==> src/rtl/llf_pkg.sv <==
package llf_pkg;

   typedef enum logic [1:0] {
      TRIG_AGE    = 2'd0,
      TRIG_MISS   = 2'd1,
      TRIG_SELECT = 2'd2,
      TRIG_STALL  = 2'd3
   } trig_mode_e;

   typedef enum logic [2:0] {
      FP_USE    = 3'd0,
      FP_NEXT   = 3'd1,
      FP_NEAR   = 3'd2,
      FP_FAR    = 3'd3,
      FP_BRANCH = 3'd4
   } fpoint_e;

   typedef enum logic [2:0] {
      S_IDLE    = 3'd0,
      S_TRACK   = 3'd1,
      S_ARMED   = 3'd2,
      S_STALLED = 3'd3,
      S_FLUSHED = 3'd4
   } slot_st_e;

endpackage

==> src/rtl/llf_prio_arb.sv <==
module llf_prio_arb #(
   parameter int N = 4,
   localparam int IDX_W = (N > 1) ? $clog2(N) : 1
) (
   input  logic [N-1:0]     req,
   output logic             any,
   output logic [IDX_W-1:0] idx
);

   // Scan from the top so that the lowest requesting index is left in idx.
   always_comb begin
      any = 1'b0;
      idx = '0;
      for (int i = N - 1; i >= 0; i--) begin
         if (req[i]) begin
            any = 1'b1;
            idx = IDX_W'(i);
         end
      end
   end

endmodule

==> src/rtl/llf_slot.sv <==
module llf_slot
   import llf_pkg::*;
#(
   parameter int TAG_W    = 4,
   parameter int SEQ_W    = 8,
   parameter int DELAY_L  = 15,
   parameter int OFS_NEAR = 10,
   parameter int OFS_FAR  = 20
) (
   input  logic             clk,
   input  logic             rst_n,
   input  trig_mode_e       mode,
   input  fpoint_e          fp,
   input  logic             iss_hit,
   input  logic [TAG_W-1:0] iss_tag,
   input  logic [SEQ_W-1:0] iss_seq,
   input  logic [SEQ_W-1:0] iss_use_seq,
   input  logic [SEQ_W-1:0] iss_br_seq,
   input  logic             l2_hit,
   input  logic [TAG_W-1:0] l2_tag,
   input  logic             tlb_hit,
   input  logic [TAG_W-1:0] tlb_tag,
   input  logic             ret_hit,
   input  logic [TAG_W-1:0] ret_tag,
   input  logic             exhausted,
   input  logic             room,
   input  logic             grant,
   output logic             req,
   output logic             req_flush,
   output logic [SEQ_W-1:0] pt_seq,
   output logic             blocked,
   output logic             resume
);

   localparam int AGE_W = $clog2(DELAY_L + 2);
   localparam logic [AGE_W-1:0] AGE_TOP = AGE_W'(DELAY_L + 1);
   localparam logic [SEQ_W-1:0] NEAR_V  = SEQ_W'(OFS_NEAR);
   localparam logic [SEQ_W-1:0] FAR_V   = SEQ_W'(OFS_FAR);

   slot_st_e         st_q;
   logic [AGE_W-1:0] age_q;
   logic [TAG_W-1:0] tag_q;
   logic [SEQ_W-1:0] pt_q;
   logic             resume_q;

   logic             ret_match;
   logic             miss_match;
   logic             trig;
   logic             hot;
   logic             want;
   logic             adds_block;
   logic [SEQ_W-1:0] cap_seq;

   assign blocked    = (st_q == S_STALLED) || (st_q == S_FLUSHED);
   assign ret_match  = ret_hit && (st_q != S_IDLE) && (ret_tag == tag_q);
   assign miss_match = (l2_hit && (l2_tag == tag_q)) || (tlb_hit && (tlb_tag == tag_q));
   assign trig       = (st_q == S_TRACK) &&
                       ((mode == TRIG_MISS) ? miss_match : (age_q == AGE_TOP));
   assign hot        = trig || (st_q == S_ARMED);

   // Flush point chosen once, when the load is captured.
   always_comb begin
      case (fp)
         FP_NEXT:   cap_seq = iss_seq + SEQ_W'(1);
         FP_NEAR:   cap_seq = iss_seq + NEAR_V;
         FP_FAR:    cap_seq = iss_seq + FAR_V;
         FP_BRANCH: cap_seq = iss_br_seq;
         default:   cap_seq = iss_use_seq;
      endcase
   end

   // What this thread asks for this cycle, per trigger policy.
   always_comb begin
      want       = 1'b0;
      adds_block = 1'b1;
      req_flush  = 1'b1;
      case (mode)
         TRIG_SELECT: want = hot && exhausted;
         TRIG_STALL: begin
            if (hot) begin
               want      = 1'b1;
               req_flush = 1'b0;
            end else if (st_q == S_STALLED) begin
               want       = exhausted;
               adds_block = 1'b0;
            end
         end
         default: want = hot;
      endcase
   end

   assign req    = want && !ret_match && (!adds_block || room);
   assign pt_seq = pt_q;
   assign resume = resume_q;

   always_ff @(posedge clk or negedge rst_n) begin
      if (!rst_n) begin
         st_q     <= S_IDLE;
         age_q    <= '0;
         tag_q    <= '0;
         pt_q     <= '0;
         resume_q <= 1'b0;
      end else begin
         resume_q <= ret_match && blocked;
         if (ret_match) begin
            st_q  <= S_IDLE;
            age_q <= '0;
         end else begin
            case (st_q)
               S_IDLE: begin
                  if (iss_hit) begin
                     st_q  <= S_TRACK;
                     age_q <= '0;
                     tag_q <= iss_tag;
                     pt_q  <= cap_seq;
                  end
               end
               S_TRACK: begin
                  if (age_q != AGE_TOP) age_q <= age_q + AGE_W'(1);
                  if (grant)     st_q <= req_flush ? S_FLUSHED : S_STALLED;
                  else if (trig) st_q <= S_ARMED;
               end
               S_ARMED: begin
                  if (grant) st_q <= req_flush ? S_FLUSHED : S_STALLED;
               end
               S_STALLED: begin
                  if (grant) st_q <= S_FLUSHED;
               end
               default: ;
            endcase
         end
      end
   end

endmodule

==> src/rtl/llflush_ctrl.sv <==
module llflush_ctrl
   import llf_pkg::*;
#(
   parameter int NUM_THR  = 4,
   parameter int TAG_W    = 4,
   parameter int SEQ_W    = 8,
   parameter int NRES     = 2,
   parameter int DELAY_L  = 15,
   parameter int OFS_NEAR = 10,
   parameter int OFS_FAR  = 20,
   localparam int THR_W   = (NUM_THR > 1) ? $clog2(NUM_THR) : 1
) (
   input  logic               clk,
   input  logic               rst_n,
   input  logic [1:0]         cfg_trig_mode,
   input  logic [2:0]         cfg_flush_pt,
   input  logic               iss_valid,
   input  logic [THR_W-1:0]   iss_thr,
   input  logic [TAG_W-1:0]   iss_tag,
   input  logic [SEQ_W-1:0]   iss_seq,
   input  logic [SEQ_W-1:0]   iss_use_seq,
   input  logic [SEQ_W-1:0]   iss_br_seq,
   input  logic               l2m_valid,
   input  logic [THR_W-1:0]   l2m_thr,
   input  logic [TAG_W-1:0]   l2m_tag,
   input  logic               tlbm_valid,
   input  logic [THR_W-1:0]   tlbm_thr,
   input  logic [TAG_W-1:0]   tlbm_tag,
   input  logic               ret_valid,
   input  logic [THR_W-1:0]   ret_thr,
   input  logic [TAG_W-1:0]   ret_tag,
   input  logic [NRES-1:0]    rsrc_full,
   output logic               flush_valid,
   output logic [THR_W-1:0]   flush_thr,
   output logic [SEQ_W-1:0]   flush_seq,
   output logic [NUM_THR-1:0] fetch_block,
   output logic [NUM_THR-1:0] fetch_resume
);

   // Elaboration-time parameter checks.
   if (NUM_THR < 2) begin : g_bad_thr
      $error("llflush_ctrl: NUM_THR must be at least 2");
   end
   if (DELAY_L < 1) begin : g_bad_delay
      $error("llflush_ctrl: DELAY_L must be at least 1");
   end
   if (TAG_W < 1 || SEQ_W < 2 || NRES < 1) begin : g_bad_width
      $error("llflush_ctrl: TAG_W, SEQ_W or NRES too small");
   end
   if (OFS_NEAR < 1 || OFS_FAR < 1) begin : g_bad_ofs
      $error("llflush_ctrl: flush point offsets must be positive");
   end

   trig_mode_e         mode;
   fpoint_e            fp;
   logic               exhausted;
   logic               room;
   logic [NUM_THR-1:0] slot_req;
   logic [NUM_THR-1:0] slot_kind;
   logic [NUM_THR-1:0] slot_gnt;
   logic [NUM_THR-1:0] slot_blk;
   logic [NUM_THR-1:0] slot_res;
   logic [SEQ_W-1:0]   slot_seq [NUM_THR];
   logic               gnt_any;
   logic [THR_W-1:0]   gnt_idx;
   int unsigned        blk_cnt;

   logic               flush_valid_q;
   logic [THR_W-1:0]   flush_thr_q;
   logic [SEQ_W-1:0]   flush_seq_q;

   assign mode      = trig_mode_e'(cfg_trig_mode);
   assign fp        = fpoint_e'(cfg_flush_pt);
   assign exhausted = |rsrc_full;
   assign blk_cnt   = $countones(slot_blk);
   assign room      = blk_cnt < (NUM_THR - 1);

   for (genvar g = 0; g < NUM_THR; g++) begin : g_slot
      assign slot_gnt[g] = gnt_any && (gnt_idx == THR_W'(g));

      llf_slot #(
         .TAG_W   (TAG_W),
         .SEQ_W   (SEQ_W),
         .DELAY_L (DELAY_L),
         .OFS_NEAR(OFS_NEAR),
         .OFS_FAR (OFS_FAR)
      ) u_slot (
         .clk        (clk),
         .rst_n      (rst_n),
         .mode       (mode),
         .fp         (fp),
         .iss_hit    (iss_valid && (iss_thr == THR_W'(g))),
         .iss_tag    (iss_tag),
         .iss_seq    (iss_seq),
         .iss_use_seq(iss_use_seq),
         .iss_br_seq (iss_br_seq),
         .l2_hit     (l2m_valid && (l2m_thr == THR_W'(g))),
         .l2_tag     (l2m_tag),
         .tlb_hit    (tlbm_valid && (tlbm_thr == THR_W'(g))),
         .tlb_tag    (tlbm_tag),
         .ret_hit    (ret_valid && (ret_thr == THR_W'(g))),
         .ret_tag    (ret_tag),
         .exhausted  (exhausted),
         .room       (room),
         .grant      (slot_gnt[g]),
         .req        (slot_req[g]),
         .req_flush  (slot_kind[g]),
         .pt_seq     (slot_seq[g]),
         .blocked    (slot_blk[g]),
         .resume     (slot_res[g])
      );
   end

   llf_prio_arb #(
      .N(NUM_THR)
   ) u_arb (
      .req(slot_req),
      .any(gnt_any),
      .idx(gnt_idx)
   );

   always_ff @(posedge clk or negedge rst_n) begin
      if (!rst_n) begin
         flush_valid_q <= 1'b0;
         flush_thr_q   <= '0;
         flush_seq_q   <= '0;
      end else begin
         flush_valid_q <= gnt_any && slot_kind[gnt_idx];
         flush_thr_q   <= gnt_idx;
         flush_seq_q   <= slot_seq[gnt_idx];
      end
   end

   assign flush_valid  = flush_valid_q;
   assign flush_thr    = flush_thr_q;
   assign flush_seq    = flush_seq_q;
   assign fetch_block  = slot_blk;
   assign fetch_resume = slot_res;

endmodule

==> config.mk <==
export PLATFORM = sky130hd
export DESIGN_NAME = llflush_ctrl
export DESIGN_NICKNAME = d
export VERILOG_FILES = /design/src/rtl/llf_pkg.sv /design/src/rtl/llf_prio_arb.sv /design/src/rtl/llf_slot.sv /design/src/rtl/llflush_ctrl.sv
export SDC_FILE = /design/constraint.sdc
export NUM_CORES = 1
export LEC_CHECK = 0
export CAP_MARGIN = 40
export CORE_AREA = 10 10 137 126
export CTS_BUF_LIST = sky130_fd_sc_hd__clkbuf_8
export DETAILED_ROUTE_END_ITERATION = 7
export DIE_AREA = 0 0 147 136
export HOLD_SLACK_MARGIN = 0.15
export MAX_ROUTING_LAYER = met4
export PLACE_DENSITY = 0.66
export REMOVE_ABC_BUFFERS = 1
export SETUP_SLACK_MARGIN = 0.3
export SLEW_MARGIN = 25
export SYNTH_ARGS = -nofsm -noshare
export SYNTH_HDL_FRONTEND = slang
export SYNTH_SLANG_ARGS = --single-unit
==> constraint.sdc <==
create_clock -name clk -period 8.05 [get_ports clk]
set_input_delay 1.61 -clock clk [delete_from_list [all_inputs] [get_ports clk]]
set_output_delay 1.61 -clock clk [all_outputs]
set_load 0.01 [all_outputs]
# Word-level counts from Yosys, hierarchy flattened
# Index checks and enable logic that the tools add are counted.
dict set report totals {
  register_bits 95
  latch_bits 0
  mem_bits_rw 0
  romBits 0
  out_inout_bits 19
  wordCells 332
  memories 0
}
dict set report op_classes {
  n_addsub 10
  n_mul 0
  div_mod_pow 0
  n_lt_le_gt_ge 3
  eq_ne 78
  n_shift 0
  n_mux 98
  bitwise_logic 5
  reduce_logical 115
}
# cell count
set ops {}
lappend ops {{$mux 3} 28}
lappend ops {{$mux 5} 12}
lappend ops {{$logic_and 1x1->1} 57}
lappend ops {{$eq 4x4->1} 12}
lappend ops {{$pmux 3 s4} 4}
lappend ops {{$pmux 5 s2} 4}
lappend ops {{$mux 1} 37}
lappend ops {{$ne 3x1->1 const B} 12}
lappend ops {{$pmux 8 s4} 1}
lappend ops {{$eq 3x2->1 const B} 10}
lappend ops {{$eq 2x2->1 const B} 12}
lappend ops {{$reduce_and 3->1} 8}
lappend ops {{$reduce_bool 3->1} 8}
lappend ops {{$add 5x1->5 const B} 4}
lappend ops {{$eq 5x5->1 const B} 4}
lappend ops {{$ne 5x5->1 const B} 4}
lappend ops {{$reduce_and 5->1} 4}
lappend ops {{$reduce_bool 5->1} 4}
lappend ops {{$bmux 8 s2} 1}
lappend ops {{$logic_or 1x1->1} 16}
lappend ops {{$mux 8} 2}
lappend ops {{$ne 4x1->1 const B} 4}
lappend ops {{$eq 3x1->1 const B} 5}
lappend ops {{$eq 3x3->1 const B} 5}
lappend ops {{other kinds (19)} 51}

# Depth between registers and ports, before layout
# Gate-level depths: netlist of the first run.
dict set report depth {
  word_depth 21
  mapped_depth 16
  mapped_depth_nobuf 13
}

# Cells and area by module
# A second synthesis of the first run with hierarchy kept.
dict set report hier_totals {
  cells_unflattened 1005
  hier_area_um2 8423.1
}
# module instances cells_per_inst area_each_um2 seq_area_each_um2
set modules_own_cells {}
lappend modules_own_cells {{llf_slot at g_slot[0].u_slot ...} 3 230 1900.6 525.5}
lappend modules_own_cells {{llf_slot at g_slot[3].u_slot} 1 250 1950.6 525.5}
lappend modules_own_cells {llflush_ctrl 1 58 735.7 275.3}
lappend modules_own_cells {llf_prio_arb 1 7 35.0 0.0}

# Worst setup path after synthesis of the first run
# OpenSTA, ideal clock, no wires.
dict set report synth_timing {
  path_type {flip-flop to flip-flop}
  from {register g_slot[1].u_slot.st_q[0]}
  to {register flush_seq_q[2] (netlist: flush_seq[2])}
  setup_time_ns 0.126
  arrival_ns 3.739
  setup_slack_ns 4.185
  path_stages_with_launch 17
  synth_period_minus_slack_ns 3.865
  path_cell_list {dfrtp_1 > clkbuf_1 > clkbuf_1 > nor2_1 > a22o_1 > fa_1 > ha_1 > ha_1 > a21o_1 > a211oi_1 > o21ai_0 > a21o_1 > or2_1 > buf_6 > and3_4 > buf_6 > a221o_1}
}
dict set report synth_via {
  elab_chain_cells 15
  elab_cells_between_ends 39
}
# item line
set synth_rtl {}
lappend synth_rtl {{from (decl)} llf_slot.sv:40} ;# slot_st_e st_q;
lappend synth_rtl {{from (signal assigned)} llf_slot.sv:120} ;# if (grant) st_q <= req_flush ? S_FLUSHED : S_STALLED;
lappend synth_rtl {{from (signal assigned)} llf_slot.sv:124} ;# if (grant) st_q <= req_flush ? S_FLUSHED : S_STALLED;
lappend synth_rtl {{$eq 3x2->1 / $eq 3x3->1 (equally long branches)} llf_slot.sv:54} ;# assign blocked = (st_q == S_STALLED) || (st_q == S_FLUSHED);
lappend synth_rtl {{$logic_or 1x1->1 (*)} llf_slot.sv:54}
lappend synth_rtl {{named net g_slot[1].u_slot.blocked} llf_slot.sv:31} ;# output logic blocked,
lappend synth_rtl {{$add 1x1->2 (not written as such) (*)} llflush_ctrl.sv:75} ;# assign blk_cnt = $countones(slot_blk);
lappend synth_rtl {{$add 2x2->3 (not written as such) (*)} llflush_ctrl.sv:75}
lappend synth_rtl {{$lt 3x2->1 (*)} llflush_ctrl.sv:76} ;# assign room = blk_cnt < (NUM_THR - 1);
lappend synth_rtl {{$logic_or 1x1->1} llf_slot.sv:92} ;# assign req = want && !ret_match && (!adds_block || room);
lappend synth_rtl {{$logic_and 1x1->1} llf_slot.sv:92}
lappend synth_rtl {{$mux 2 (3 in series)} llf_prio_arb.sv:15} ;# if (req[i]) begin
lappend synth_rtl {{$mux 2 (*)} llf_prio_arb.sv:15}
lappend synth_rtl {{$not 2->3 (not written as such) (*)} llflush_ctrl.sv:130} ;# flush_seq_q <= slot_seq[gnt_idx];
lappend synth_rtl {{$bmux 8 s2 (*)} llflush_ctrl.sv:130}
lappend synth_rtl {{$mux 8 (not written as such) (*) (2 in series)} llflush_ctrl.sv:130}
lappend synth_rtl {{to (signal assigned)} llflush_ctrl.sv:130}
lappend synth_rtl {{to (decl)} llflush_ctrl.sv:70} ;# logic [SEQ_W-1:0] flush_seq_q;
# Mark *: on every way through the listed nets, which the timed path passes. The rest lies on a longest branch. The select of a mux whose other input is x is not followed.
# A chain may end at the register's enable or synchronous reset.

# Final worst setup path of the first run
dict set report layout_timing {
  from {register g_slot[3].u_slot.st_q[1]}
  to {register g_slot[2].u_slot.st_q[1]}
}
dict set report layout_via {
  elab_chain_cells 17
  elab_cells_between_ends 48
}
# item line
set layout_rtl {}
lappend layout_rtl {{from (decl)} llf_slot.sv:40}
lappend layout_rtl {{from (signal assigned)} llf_slot.sv:120}
lappend layout_rtl {{from (signal assigned)} llf_slot.sv:124}
lappend layout_rtl {{branches (longest 13 deep; another with $add 2x2->3)} n/a}
lappend layout_rtl {{$logic_and 1x1->1 (*)} llflush_ctrl.sv:79} ;# assign slot_gnt[g] = gnt_any && (gnt_idx == THR_W'(g));
lappend layout_rtl {{$mux 3} llf_slot.sv:120}
lappend layout_rtl {{$pmux 3 s4} llf_slot.sv:109} ;# case (st_q)
lappend layout_rtl {{$mux 3} llf_slot.sv:105} ;# if (ret_match) begin
lappend layout_rtl {{to (signal assigned)} llf_slot.sv:120}
lappend layout_rtl {{to (signal assigned)} llf_slot.sv:124}
lappend layout_rtl {{to (decl)} llf_slot.sv:40}
# Every way passes the cells marked *.

==> results of run 1 <==
## per-stage QoR
stage	std cells	power (mW)	area [um2]	worst slack [ps]
2_1_floorplan	654	1.31	6120	4270
3_3_place_gp	935	1.60	7190	3410
3_5_place_dp	938	1.63	7220	3320
4_1_cts	954	2.03	7470	3650
5_1_grt	956	2.16	7510	3430
6_report	956	2.02	7510	3660
## Yosys cell counts (all sizes together) (4+ instances only)
cell type | count | area, um2
a211oi | 13 | 103
nor2b | 13 | 81.3
inv | 32 | 120
o211ai | 5 | 37.5
ha | 14 | 175
nor4 | 7 | 43.8
a31oi | 9 | 56.3
xor2 | 27 | 236
dfrtp | 95 | 2380
or3 | 4 | 25.0
nand3 | 19 | 95.1
o32ai | 10 | 87.6
nor2 | 42 | 158
and3 | 11 | 78.8
nor3 | 10 | 50.1
nor3b | 5 | 42.5
or2 | 6 | 37.5
xnor2 | 32 | 280
a221o | 9 | 90.1
o31ai | 11 | 82.6
nand4 | 13 | 81.3
and2 | 8 | 50.1
a22o | 5 | 43.8
mux2 | 37 | 417
nand2b | 14 | 87.6
clkbuf | 27 | 105
buf | 21 | 153
o22ai | 6 | 37.5
a21oi | 22 | 110
o21ai | 53 | 269
nand2 | 63 | 239
a21o | 10 | 75.1
## layer usage
metal,vias to the layer above,share of wire [%]
met4,0,2.0
met2,169,46
met1,2695,47
li1,2640,-
met5,-,0
met3,30,5.0
## area by class of cell
| cell class | instances | share of cell area (%) |
|---|---|---|
| multi-input combinational | 527 | 48.3 |
| sequential | 95 | 31.7 |
| timing repair buffer | 88 | 11.8 |
| tap | 198 | 3.30 |
| clock buffer | 10 | 1.83 |
| inverter | 32 | 1.60 |
| clock inverter | 6 | 1.50 |
## cell families (layout without fill, tap and decap cells)
kind of cell,after synthesis,in the layout,share of synthesized area (%)
buf+inv,80,136,5.92
compound gates,185,185,19.8
simple gates,228,228,18.8
xor+xnor,59,59,8.10
mux,40,40,7.00
fa+ha+maj,15,15,3.06
flops,95,95,37.3
## flip-flops by register name (all words and copies together) (netlist names)
register	count
g_slot.u_slot.resume	4
flush_valid	1
g_slot.u_slot.age_q	20
flush_thr	2
flush_seq	8
g_slot.u_slot.tag_q	16
g_slot.u_slot.pt_seq	32
g_slot.u_slot.st_q	12
## final timing paths
kind / slack [ps] / cells past startpoint / start / end
max reg2reg: 3660 / 13 / g_slot[3].u_slot.st_q[1] / g_slot[2].u_slot.st_q[1]
max: 3660 / 13 / g_slot[3].u_slot.st_q[1] / g_slot[2].u_slot.st_q[1]
min in group asynchronous: 1170 / 1 / rst_n / g_slot[1].u_slot.pt_seq[4]
min: 480 / 1 / g_slot[3].u_slot.age_q[4] / g_slot[3].u_slot.age_q[4]
min reg2reg: 480 / 1 / g_slot[3].u_slot.age_q[4] / g_slot[3].u_slot.age_q[4]
max in group asynchronous: 6030 / 3 / rst_n / g_slot[2].u_slot.tag_q[0]
## worst max-delay path: stages, from the launching register on
cell and delay, ps:
dfrtp_1 490, nand2b_1 180, o21ai_0 520, fa_1 540, ha_1 210, ha_1 260
a21o_1 230, a211oi_1 210, o21ai_0 200, a21o_1 250, o21bai_1 460, buf_4 260
nor3b_1 70, o41ai_1 380
## report_power, final
| part | internal [mW] | leakage (nW) | switching, mW |
|---|---|---|---|
| Clock | 0.217 | 0.127 | 0.180 |
| Sequential | 0.627 | 1.21 | 0.181 |
| Combinational | 0.409 | 1.76 | 0.409 |
| Total | 1.25 | 3.10 | 0.770 |
==> out/summary.txt, run 1 <==
Filler cells -> 1,324
synthesized cell area -> 0.00638 mm2
Achievable Freq -> 228 MHz
Die Area -> 0.0200 mm2
row count -> 42
core area -> 0.0145 mm2
asr flop ratio synth -> 100%
grt met2 use -> 27.9%
Routed WL per cell -> 18.9 um
Min Hold Slack -> 477 ps
First DRT Iteration DRCs -> 428
GRT met1 Usage -> 25.2%
share of layout cells above drive strength 1 -> 10.3%
first-pass GRT wire length -> 29,600 um
Root Buffer -> clkbuf_8
Final Max Slew Viols -> 0
commonest non-fill, non-tap cell in the layout -> dfrtp_1
fin util -> 52.0%
Crit. End Element -> register
Yosys reg bits -> 95
syn avg cell area -> 9.09 um2
Mapped Cells -> 702
via count -> 5,534
Buffers on Ports -> 79
# diodes -> 0
cts bufs inserted -> 9
Slew @ Worst Pin -> 869 ps
register area -> 0.00238 mm2
CTS clk-pin slew, worst paths -> 100 ps
status -> finished clean
largest net degree at the start of global routing -> 63
I/O pins -> 80
Ys Warns -> 0
setup TNS -> 0 ps
Synth-to-Final Area Change -> 17.7%
required time worst endpoint -> 8300 ps
Netlist cell types -> 70
CTS tree -> done
Max Cap Viol -> 0
DR pass1 iterations -> 4
antenna-violating nets left -> 0
Leak -> 3.10 nW
H-tree Lvls -> 3
post-synthesis sequential area ratio -> 37.3%
post-CTS setup buffers -> 0
DRT Wirelength -> 18,100 um
commonest cells after routing, fill and taps aside -> 95 x dfrtp_1, 78 x clkdlybuf4s50_1, 62 x nand2_1, 52 x o21ai_0, 42 x nor2_1
maximum root-to-sink buffer count -> 2
maximum fanout along the worst path -> 9
RSZ-0062 raised after global routing -> false
chip height -> 136 um
DP Wirelength -> 13,900 um
CP Class -> reg2reg
number of global-route vias before repair -> 5,402
final setup vio count -> 0
total gr overflow -> 0
Worst Setup Start Kind -> register
EDFF count, synth -> 0
Worst-Skew Late Latency -> 370 ps
initial antenna violation count -> 0
hold_buf cts -> 0
Initial Util -> 44.1%
minimum clock period -> 4390 ps
VDD IR max -> 0.140 mV
met3 usage -> 3.62%
Final Hold Vio Count -> 0
Power Density -> 269 mW/mm2
detail-routed via count per cell -> 5.79
Hold WC Path Type -> reg2reg
CTS resizes -> 0
GRT Util Overall -> 18.7%
nets -> 829
DRC -> 0
period utilization -> 54.5%
ys flop type -> dfrtp_1
GRT Max-Usage Layer -> met2
Final GP Congestion -> 0.954
area of the multi-input gates -> 0.00363 mm2
Die X -> 147 um
clock sink total -> 95
post-route clock skew -> 7.08 ps
Worst EP arrival -> 4640 ps
Max transition margin -> 41.5%
(Power assumes the default switching activity.)
==> run 2, diff against run 1 <==
==> constraint.sdc (replaced) <==
create_clock -name clk -period 4.2 [get_ports clk]
set_input_delay 0.84 -clock clk [delete_from_list [all_inputs] [get_ports clk]]
set_output_delay 0.84 -clock clk [all_outputs]
set_load 0.01 [all_outputs]
==> run 2 against run 1 <==
Against the previous run:
- global-route usage is 0.13 points higher
- critical path depth is 1 lower
- register-to-register slack worse by 3300 ps
- hold slack worse by 91 ps
- first-iteration DRC count is 4.4% higher
- total power is 89% higher
- clock power is 59% higher
- design area is 1.3% higher
- non-clock buffer count is 14 higher
- die area stayed put
- largest cell class unchanged
- highest routed layer unchanged
==> out/summary.txt, run 2 (same netlist as run 1, synthesis figures left out) <==
status -> finished clean
Root Buffer -> clkbuf_8
fin util -> 52.6% (+0.68 points)
required time worst endpoint -> 4460 ps (-3840 ps)
First DRT Iteration DRCs -> 447 (+4.4%)
nets -> 843 (+1.7%)
clock sink total -> 95 (unchanged)
maximum fanout along the worst path -> 11 (+2)
Largest register FFs -> 32 (unchanged)
DR pass1 iterations -> 5 (+1)
period utilization -> 90.5% (+36 points)
Die X -> 147 um (unchanged)
antenna-violating nets left -> 0 (unchanged)
DP Wirelength -> 14,200 um (+2.0%)
Routed WL per cell -> 18.9 um (about the same)
met3 usage -> 3.16% (-0.47 points)
placement-stage worst setup slack -> 109 ps (-3210 ps)
Buffers on Ports -> 79 (unchanged)
Worst EP arrival -> 4060 ps (-580 ps)
CP Class -> reg2reg
RSZ-0062 raised after global routing -> false
Final GP Congestion -> 0.979 (+2.6%)
share of layout cells above drive strength 1 -> 13.5% (+3.2 points)
Finished Layout Cells -> 970 (+1.5%)
CTS tree -> done
worst reg2reg path depth -> 12 (-1)
number of global-route vias before repair -> 5,644 (+4.5%)
DRT Wirelength -> 18,400 um (+1.5%)
Max Cap Viol -> 0 (unchanged)
Synth-to-Final Area Change -> 19.3%
minimum clock period -> 3800 ps (-586 ps)
I/O pins -> 80 (unchanged)
grt met2 use -> 29.9% (+2.0 points)
core area -> 0.0145 mm2 (unchanged)
final setup vio count -> 0 (unchanged)
largest net degree at the start of global routing -> 49 (-22%)
via count -> 5,671 (+2.5%)
initial antenna violation count -> 0 (unchanged)
GRT Util Overall -> 18.8% (+0.13 points)
maximum root-to-sink buffer count -> 2 (unchanged)
Die Area -> 0.0200 mm2 (unchanged)
Final WS setup -> 398 ps (-3260 ps)
Final Max Slew Viols -> 0 (unchanged)
cts bufs inserted -> 9 (unchanged)
total gr overflow -> 0 (unchanged)
VDD IR max -> 0.262 mV (+87%)
Final Hold Vio Count -> 0 (unchanged)
first-pass GRT wire length -> 29,700 um (+0.28%)
chip height -> 136 um (unchanged)
Slew @ Worst Pin -> 859 ps (-9.49 ps)
Worst-Skew Late Latency -> 380 ps (about the same)
detail-routed via count per cell -> 5.85 (+1.0%)
commonest cells after routing, fill and taps aside -> 91 x dfrtp_1, 78 x clkdlybuf4s50_1, 62 x nand2_1, 50 x o21ai_0, 42 x nor2_1
Crit. End Element -> register
Worst Setup Start Kind -> register
setup TNS -> 0 ps (unchanged)
# diodes -> 0 (unchanged)
Reg2Reg Setup Slack -> 400 ps (-3260 ps)
GRT met1 Usage -> 24.3% (-0.85 points)
post-route clock skew -> 11.4 ps (+4.35 ps)
crit path from -> g_slot[1].u_slot.st_q[2]
reg2reg end -> flush_seq[4]
Max transition margin -> 42.7% (+1.2 points)
GRT Max-Usage Layer -> met2
Min Hold Slack -> 386 ps (-91.5 ps)
CTS clk-pin slew, worst paths -> 100 ps (about the same)
commonest non-fill, non-tap cell in the layout -> dfrtp_1
placed cell count -> 952 (+1.5%)
Leak -> 3.15 nW (+1.5%)
Worst R2R Start -> g_slot[1].u_slot.st_q[2]
Hold WC Path Type -> in2async
hold_buf cts -> 0 (unchanged)
H-tree Lvls -> 3 (unchanged)
Initial Util -> 44.1% (unchanged)
row count -> 42 (unchanged)
DRC -> 0 (unchanged)
Power Density -> 503 mW/mm2 (+87%)
Achievable Freq -> 263 MHz (+15%)
run 2: changes by cell type in the layout (fill, tap and decap cells not counted), moves of 2 or more:
cell / change
or2_1: -2
dfrtp_1: -4
nor2b_1: -2
bufinv_16: -2
dfrtp_2: +4
or2_4: +2
nor2b_2: +2
buf_4: +17
o21ai_0: -2
clkinvlp_4: +2
run 2: worst max-delay path, stage by stage, from the launching register on:
cell and delay, ps:
dfrtp_1 480, nor2b_2 220, a22o_1 250, fa_1 460
ha_1 220, ha_1 270, a21o_1 220, a211oi_1 210
o21ai_0 190, a21o_1 260, or2_4 300, and3_4 220
a221o_1 370
run 2: per-layer routing:
| layer | up-vias | share of wire [%] |
|---|---|---|
| met2 | 209 | 48 |
| met4 | 0 | 1.2 |
| li1 | 2672 | - |
| met3 | 19 | 5.5 |
| met5 | - | 0 |
| met1 | 2771 | 45 |
run 2: worst max-delay path by stage:
| stage | to | slack, ps |
|---|---|---|
| 5_1_grt | flush_seq[0] | 300 |
| 3_3_place_gp | g_slot[2].u_slot.st_q[1] | 80 |
| 6_report | flush_seq[4] | 400 |
| 4_1_cts | flush_seq[4] | 310 |
| 2_1_floorplan | flush_seq[0] | 420 |
| 3_5_place_dp | g_slot[2].u_slot.st_q[1] | 110 |
run 2: cell type report:
| cell class | instances | area [um2] |
|---|---|---|
| Sequential cell | 95 | 2380 |
| Clock buffer | 9 | 124 |
| Tap cell | 198 | 248 |
| Fill cell | 1315 | 6840 |
| Inverter | 32 | 120 |
| Timing Repair Buffer | 102 | 981 |
| Multi-Input combinational cell | 527 | 3670 |
| Clock inverter | 7 | 78.8 |
run 2: timing repair:
item                       4_1_cts  5_1_grt
gates resized for setup          5       13
pin swaps                        0        0
setup buffers                    0        2
setup endpoints to repair       12       17
gates cloned                     0        0
run 2: stage by stage:
stage / power, mW / instance area, um2
after detailed placement: 3.15 / 7340
after CTS: 3.80 / 7550
after global routing: 4.10 / 7610
final: 3.83 / 7610
after global placement: 3.08 / 7310
after floorplan: 2.51 / 6120
run 2: power by group:
group | total, mW | internal, mW | switching, mW
Combinational | 1.69 | 0.836 | 0.854
Sequential | 1.50 | 1.21 | 0.298
Clock | 0.632 | 0.282 | 0.350
Total | 3.83 | 2.32 | 1.50
